### config.mk
export PLATFORM = sky130hd
export DESIGN_NAME = rdyIrqTop
export DESIGN_NICKNAME = d
export VERILOG_FILES = /design/src/rtl/rdyIrqPkg.sv /design/src/rtl/rdyIrqCtl.sv /design/src/rtl/rdyIrqDp.sv /design/src/rtl/rdyIrqTop.sv
export SDC_FILE = /design/constraint.sdc
export NUM_CORES = 1
export LEC_CHECK = 0
export ABC_CLOCK_PERIOD_IN_PS = 1280
export BUFFER_PORTS_ARGS = -buffer_cell sky130_fd_sc_hd__buf_4
export CAP_MARGIN = 20
export CORE_AREA = 2 2 39 41
export DETAILED_ROUTE_END_ITERATION = 8
export DIE_AREA = 0 0 41 43
export PLACE_DENSITY_LB_ADDON = 0.3
export SYNTH_ARGS = -nofsm -noshare
export SYNTH_HDL_FRONTEND = slang
export SYNTH_SLANG_ARGS = --single-unit
### constraint.sdc
create_clock -name clk -period 1.28 [get_ports clk]
set_input_delay 0.128 -clock clk [delete_from_list [all_inputs] [get_ports clk]]
set_output_delay 0.128 -clock clk [all_outputs]
set_load 0.05 [all_outputs]
### src/rtl/rdyIrqPkg.sv
package rdyIrqPkg;
  // number of status/enable source slots; slot 0 is the ready request
  localparam int SRC_W = 4;
  localparam int READY_SRC = 0;

  // register addresses
  localparam logic ADDR_STATUS = 1'b0;
  localparam logic ADDR_MASK   = 1'b1;

  // strobes from control to datapath, one cycle each
  typedef struct packed {
    logic [SRC_W-1:0] setBits;   // sources raising a request this cycle
    logic [SRC_W-1:0] clrBits;   // write-one-to-clear pattern this cycle
    logic             maskWe;    // load the mask register
  } ctlStrobeT;
endpackage

### src/rtl/rdyIrqCtl.sv
module rdyIrqCtl
  import rdyIrqPkg::*;
#(
  parameter int SYNC_STAGES = 2
) (
  input  logic             clk,
  input  logic             rstN,
  input  logic             busyN,
  input  logic             wrEn,
  input  logic             wrAddr,
  input  logic [SRC_W-1:0] wrLow,
  output ctlStrobeT        strb
);
  // synchronizer chain, reset to the ready level so that leaving reset
  // with the pin high raises no request
  logic [SYNC_STAGES-1:0] syncQ;
  logic                   prevQ;
  logic                   riseDet;

  genvar g;
  generate
    for (g = 0; g < SYNC_STAGES; g++) begin : gSync
      if (g == 0) begin : gFirst
        always_ff @(posedge clk or negedge rstN) begin
          if (!rstN) syncQ[g] <= 1'b1;
          else       syncQ[g] <= busyN;
        end
      end else begin : gNext
        always_ff @(posedge clk or negedge rstN) begin
          if (!rstN) syncQ[g] <= 1'b1;
          else       syncQ[g] <= syncQ[g-1];
        end
      end
    end
  endgenerate

  always_ff @(posedge clk or negedge rstN) begin
    if (!rstN) prevQ <= 1'b1;
    else       prevQ <= syncQ[SYNC_STAGES-1];
  end

  assign riseDet = syncQ[SYNC_STAGES-1] & ~prevQ;

  always_comb begin
    strb = '0;
    strb.setBits[READY_SRC] = riseDet;
    if (wrEn && wrAddr == ADDR_STATUS) strb.clrBits = wrLow;
    strb.maskWe = wrEn && (wrAddr == ADDR_MASK);
  end
endmodule

### src/rtl/rdyIrqDp.sv
module rdyIrqDp
  import rdyIrqPkg::*;
#(
  parameter int DATA_W        = 8,
  parameter int GLOBAL_EN_BIT = 7
) (
  input  logic              clk,
  input  logic              rstN,
  input  ctlStrobeT         strb,
  input  logic [DATA_W-1:0] wrData,
  input  logic              rdAddr,
  output logic [DATA_W-1:0] statusQ,
  output logic [DATA_W-1:0] maskQ,
  output logic [DATA_W-1:0] rdData,
  output logic              irq
);
  // bits that physically exist in the mask register
  localparam logic [DATA_W-1:0] MASK_KEEP =
    (DATA_W'(1) << GLOBAL_EN_BIT) | DATA_W'((1 << SRC_W) - 1);
  // only the ready source is implemented; the rest are reserved
  localparam logic [SRC_W-1:0] SRC_LIVE = SRC_W'(1) << READY_SRC;

  logic [SRC_W-1:0] srcQ;
  logic [SRC_W-1:0] srcNext;

  // set wins over clear in the same cycle
  assign srcNext = ((srcQ & ~strb.clrBits) | strb.setBits) & SRC_LIVE;

  always_ff @(posedge clk or negedge rstN) begin
    if (!rstN) srcQ <= '0;
    else       srcQ <= srcNext;
  end

  always_ff @(posedge clk or negedge rstN) begin
    if (!rstN)            maskQ <= '0;
    else if (strb.maskWe) maskQ <= wrData & MASK_KEEP;
  end

  assign statusQ = DATA_W'(srcQ);
  assign irq     = maskQ[GLOBAL_EN_BIT] & (|(srcQ & maskQ[SRC_W-1:0]));
  assign rdData  = (rdAddr == ADDR_MASK) ? maskQ : statusQ;
endmodule

### src/rtl/rdyIrqTop.sv
module rdyIrqTop
  import rdyIrqPkg::*;
#(
  parameter int DATA_W        = 8,
  parameter int SYNC_STAGES   = 2,
  parameter int GLOBAL_EN_BIT = 7
) (
  input  logic              clk,
  input  logic              rstN,
  input  logic              busyN,
  input  logic              wrEn,
  input  logic              wrAddr,
  input  logic [DATA_W-1:0] wrData,
  input  logic              rdAddr,
  output logic [DATA_W-1:0] rdData,
  output logic              irq
);
  ctlStrobeT         strb;
  logic [DATA_W-1:0] statusQ;
  logic [DATA_W-1:0] maskQ;

  rdyIrqCtl #(.SYNC_STAGES(SYNC_STAGES)) uCtl (
    .clk    (clk),
    .rstN   (rstN),
    .busyN  (busyN),
    .wrEn   (wrEn),
    .wrAddr (wrAddr),
    .wrLow  (wrData[SRC_W-1:0]),
    .strb   (strb)
  );

  rdyIrqDp #(.DATA_W(DATA_W), .GLOBAL_EN_BIT(GLOBAL_EN_BIT)) uDp (
    .clk     (clk),
    .rstN    (rstN),
    .strb    (strb),
    .wrData  (wrData),
    .rdAddr  (rdAddr),
    .statusQ (statusQ),
    .maskQ   (maskQ),
    .rdData  (rdData),
    .irq     (irq)
  );
endmodule

==> metrics, run 1 <==
status=complete, no violations; clk buf depth=2; CP Launch Type=flip-flop; DRC viols=0; Worst path depth=2; H-tree levels=1; # nets final=64; Finished Core Util=about two fifths; RSZ-0062 raised after global routing=false; Post-synth EDFFs=0; register area=approximately 230 um2; endpoints failing setup=0; Synth area leader=dfrtp_1; Final Worst Setup Slack=roughly 0.058 ns; WL final=611 um; Clock Pin Slew Worst Setup and Hold Paths=approximately 0.06 ns; CP Capture Type=output port; Boundary Pins=23; synthesized area=approximately 380 um2; synthesis-to-layout area growth=45.1%; worst r2r src=uCtl.prevQ; Slew Limit Fails=0; Final GP Congestion=between 0.6 and 0.7; CP Buf/Inv Count=1; die area=roughly 0.0018 mm2; DR iter-0 viols=0; chip width=~41 um; Starting Density=~27%; post-placement cell count=just under 60; Synth area leaders=dfrtp_1, dfstp_2, mux2_2; Final Skew=a little under 0.005 ns; Top delay family on crit path=flip-flops; Final min period=1.22 ns; # resized after CTS=0; footprint of the multi-input gates=~130 um2; cell count of the worst reg-to-reg path=2; vias per cell=around 4.1; Setup crit start=uDp.srcQ[0]; tightest hold margin=about 0.10 ns; Syn Area/Cell=~14 um2; core box area=around 0.0014 mm2; total CTS buffers=3; grt total ovfl=0; critical path endpoint=rdData[0]; initial antenna violation count=0; Detail Route Antenna Nets=0; worst r2r dst=uDp.srcQ[0]; setup tns final=0 ns; fillers=roughly 140; Post-Place Worst Slack=between 0.3 and 0.4 ns; Worst VDD drop=a little over 0.7 mV; worst path required time=about 1.2 ns; Synth Register Bits=9; post-synthesis sequential area ratio=~60%; Core Rows=14; Setup CP Type=reg2out; largest net degree at the start of global routing=10; CTS root buffer=clkbuf_4; Period Utilization, post-route=between 90% and 100%; Synth Warn #=0; first-pass GRT wire length=around 1000 um; DP HPWL=between 500 and 600 um; Worst EP arrival=1.09 ns; Avg WL per Cell=between 9 and 10 um; HP Class=in2reg; All-Layer GR Usage=a little under a tenth; Cells after Synth=28; Async S/R FF share, synth=100%; layout cells sized above 1=approximately 59%; Critical-path top delay cell=dfrtp_1; Die H=around 43 um; max incr delay on CP=slightly below 0.4 ns; Fmax=0.818 GHz; router iterations before antenna repair=1; CTS tree=done; crit-path cells=mux2_2, buf_4; Top FF cell, synth=dfrtp_1; P_leak=between 0.0002 and 0.0003 uW; share of the synthesized area in the top cell type=~39%; diodes inserted=0; Layout Cells excl Fill=65; Num Clock Sinks=9; critical path fanouts, max=3; top post-synthesis cells by count=dfrtp_1, mux2_2, and2_1; vias in the first global route=between 200 and 300; Distinct cells, synth=11; flop2flop setup slack=0.41 ns; power density over the cells=1380 mW/mm2; routed vias=268; max cap viols=0; # port buffers=16; Clock Latency Late Sink=0.25 ns; Final Hold Fails=0
-- layer usage --
metal | global-route usage (%) | wire length, um | up-vias
met3 | 6.28 | 58 | 0
li1 | - | - | 128
met1 | 9.67 | 214 | 128
met4 | 2.00 | 0 | 0
met5 | 0 | 0 | -
met2 | 14.7 | 338 | 12
-- layout by cell type (no fill, tap or decap) --
cell,count
and2_1,4
clkbuf_1,1
nand2_2,1
nand3b_1,1
conb_1,3
dfstp_2,3
dfrtp_1,6
inv_1,1
dlygate4sd3_1,2
buf_4,16
clkbuf_4,3
mux2_2,6
a22o_1,1
and3_1,1
-- cells by family after synthesis --
group,Yosys count,share of synthesized area (%)
compound gates,1,2.30
buf+inv,4,6.91
flops,9,60.2
mux,6,17.8
other cells,1,0.986
simple gates,7,11.8
-- power by group --
group / leakage (uW) / total [uW] / internal [uW] / switching (uW)
Combinational: 0.000152 / 218 / 86.0 / 132
Clock: 0.0000150 / 208 / 119 / 88.1
Sequential: 0.000101 / 335 / 320 / 14.7
-- worst min-delay path by stage --
stage | from | to | slack [ns] | depth (start not counted)
after floorplan | rstN | uDp.maskQ[0] | -0.17 | 0
after global placement | rstN | uDp.maskQ[2] | -0.05 | 1
after detailed placement | rstN | uDp.srcQ[0] | -0.04 | 1
after CTS | wrData[3] | uDp.maskQ[3] | 0.1 | 2
after global routing | wrData[7] | uDp.maskQ[7] | 0.09 | 2
final | wrData[3] | uDp.maskQ[3] | 0.10 | 2
-- per-stage QoR --
step           power (uW)  area [um2]
3_3_place_gp          553         505
2_1_floorplan         489         388
4_1_cts               776         552
3_5_place_dp          557         505
5_1_grt               809         552
6_report              760         552
-- what timing repair did --
item	4_1_cts	5_1_grt
hold buffers	2	0
setup endpoints to repair	0	0
hold endpoints to repair	10	0
buffers inserted	0	0
-- final cells by class --
type | count | share of cell area [%]
inverter | 1 | 0.680
clock buffer | 4 | 4.76
timing repair buffer | 18 | 25.4
sequential | 9 | 41.5
tap | 16 | 3.63
multi-input combinational | 17 | 24.0
-- flip-flops by register name, summed over array words and instances, names as in the netlist --
signal and flops:
uDp.maskQ 5, uDp.srcQ 1, uCtl.syncQ 2, uCtl.prevQ 1
(Power assumes the default switching activity.)
==> run 2: changes to the inputs <==
--- a/config.mk
+++ b/config.mk
@@ -5,6 +5,7 @@
 export SDC_FILE = /design/constraint.sdc
 export NUM_CORES = 1
 export LEC_CHECK = 0
+export ABC_AREA = 1
 export ABC_CLOCK_PERIOD_IN_PS = 1280
 export BUFFER_PORTS_ARGS = -buffer_cell sky130_fd_sc_hd__buf_4
 export CAP_MARGIN = 20
==> metrics, run 2 <==
setup tns final=0 ns (unchanged); largest net degree at the start of global routing=10 (unchanged); Starting Density=28.8% (+1.3 points); CP Buf/Inv Count=2 (+1); Top Registers=uDp.maskQ x5, uCtl.syncQ x2; post-synthesis sequential area ratio=57.5% (-2.7 points); DRC viols=0 (unchanged); Num Clock Sinks=9 (unchanged); core box area=0.00138 mm2 (unchanged); WL final=730 um (+19%); layout cells sized above 1=33.3% (-26 points); CTS root buffer=clkbuf_4; Critical-path top delay cell=dfrtp_1; DR iter-0 viols=2 (+2); synthesis-to-layout area growth=43.1%; # nets final=84 (+31%); Synth area leaders=dfrtp_1, dfstp_2, nand2_1; Final min period=1.11 ns (-0.114 ns); share of the synthesized area in the top cell type=37.7% (-1.7 points); Setup CP Type=reg2out; RSZ-0062 raised after global routing=false; register area=229 um2 (unchanged); max cap viols=0 (unchanged); Top FF cell, synth=dfrtp_1; Post-synth EDFFs=0 (unchanged); synthesized area=398 um2 (+4.6%); Top delay family on crit path=flip-flops; power density over the cells=1290 mW/mm2 (-6.4%); Async S/R FF share, synth=100% (unchanged); Largest Register=uDp.maskQ; Synth Warn #=0 (unchanged); worst r2r src=uCtl.prevQ; chip width=41 um (unchanged); routed vias=341 (+27%); max incr delay on CP=0.34 ns (-0.05 ns); crit-path cells=inv_1, o21ai_1, buf_4; CTS tree=done; design area=569 um2 (+3.2%); clk buf depth=2 (unchanged); critical path endpoint=rdData[0]; grt total ovfl=0 (unchanged); Final GP Congestion=0.686 (+12%); flop2flop setup slack=0.54 ns (+0.13 ns); CP Launch Type=flip-flop; Worst VDD drop=0.894 mV (+23%); Final Worst Setup Slack=0.172 ns (+0.114 ns); fillers=151 (+4.9%); footprint of the multi-input gates=128 um2 (-3.8%); top post-synthesis cells by count=nand2_1, inv_1, dfrtp_1, nand3_1; initial antenna violation count=0 (unchanged); All-Layer GR Usage=10.2% (+0.92 points); worst path required time=1.15 ns (about the same); worst r2r dst=uDp.srcQ[0]; Fmax=0.903 GHz (+10%); DP Area=523 um2 (+3.5%); most common cell after layout, fill and taps aside=nand2_1; cell count of the worst reg-to-reg path=3 (+1); P_leak=0.000338 uW (+26%); Design Power=734 uW (-3.4%); endpoints failing setup=0 (unchanged); Boundary Pins=23 (unchanged); Final Skew=0.00387 ns (-0.00100 ns); Finished Core Util=41.1% (+1.3 points); Cells after Synth=48 (+71%); Slew Limit Fails=0 (unchanged); Distinct cells, synth=10 (-1); most frequent cell after synthesis=nand2_1; router iterations before antenna repair=2 (+1); diodes inserted=0 (unchanged); # resized after CTS=0 (unchanged); Final Hold Fails=0 (unchanged); vias in the first global route=310 (+15%); DP HPWL=540 um (+7.4%); number of flip-flops under the largest register name=5 (unchanged); commonest non-fill, non-tap cells in the layout=nand2_1, buf_4, inv_1; Clock Latency Late Sink=0.25 ns (about the same); first-pass GRT wire length=1240 um (+20%); vias per cell=4.01 (-2.7%); Worst path depth=3 (+1); Synth Register Bits=9 (unchanged); CP Capture Type=output port; die area=0.00176 mm2 (unchanged); Detail Route Antenna Nets=0 (unchanged); Synth area leader=dfrtp_1; # port buffers=16 (unchanged); HP Class=in2reg; Worst EP arrival=0.98 ns (-0.11 ns); Avg WL per Cell=8.59 um (-8.6%); total CTS buffers=3 (unchanged); status=complete, no violations; critical path fanouts, max=2 (-1); H-tree levels=1 (unchanged); Period Utilization, post-route=86.5% (-8.9 points); Clock Pin Slew Worst Setup and Hold Paths=0.06 ns (about the same); Die H=43 um (unchanged); Setup crit start=uDp.srcQ[0]; Core Rows=14 (unchanged); Post-Place Worst Slack=0.441 ns (+0.111 ns); Syn Area/Cell=8.29 um2 (-39%)
run 2: logic make-up (layout without fill, tap and decap cells):
logic type / after synthesis / count (layout) / share of synthesized area [%]
flops: 9 / 9 / 57.5
buf+inv: 10 / 29 / 12.3
compound gates: 1 / 1 / 1.26
other cells: 1 / 3 / 0.942
simple gates: 27 / 27 / 28.0
run 2: worst reg2reg max path, delay by kind of cell (launching register included):
| family | cells | cell delay (ns) |
|---|---|---|
| simple gates | 2 | 0.08 |
| buf+inv | 1 | 0.03 |
| flops | 1 | 0.51 |
run 2: cell type report:
class / instances / share of cell area [%]
sequential: 9 / 40.2
timing repair buffer: 18 / 24.6
multi-input combinational: 31 / 22.4
clock buffer: 4 / 4.62
inverter: 7 / 4.62
tap: 16 / 3.52
run 2: worst min-delay path by stage:
stage          startpoint           end  slack (ns)  cells past startpoint
2_1_floorplan        rstN  uDp.maskQ[0]       -0.17                      0
3_3_place_gp         rstN  uDp.maskQ[3]       -0.04                      1
3_5_place_dp         rstN  uDp.maskQ[3]       -0.04                      1
4_1_cts         wrData[7]  uDp.maskQ[7]         0.1                      3
5_1_grt         wrData[7]  uDp.maskQ[7]        0.10                      3
6_report        wrData[7]  uDp.maskQ[7]        0.10                      3
run 2: power breakdown:
group	internal [uW]	switching [uW]	leakage [uW]	total, uW
Combinational	64.0	128	0.000219	192
Clock	120	92.0	0.0000150	212
Sequential	317	14.4	0.000104	331
run 2: layer usage:
| metal | part of all wire, % | up-vias | track usage (%) |
|---|---|---|---|
| met5 | 0 | - | 0 |
| met4 | 0 | 0 | 0 |
| met3 | 8.2 | 0 | 6.28 |
| met2 | 49 | 13 | 15.9 |
| met1 | 42 | 148 | 12.4 |
| li1 | - | 180 | - |
run 2: metrics by stage:
stage | instances | hold slack [ns]
floorplan | 50 | -0.168
global placement | 79 | -0.0437
detailed placement | 79 | -0.0421
CTS | 85 | 0.0992
global route | 85 | 0.104
finish | 85 | 0.103
run 2: what timing repair did:
item,CTS,global route
setup buffers,0,0
hold buffers,2,0
hold endpoints to repair,10,0
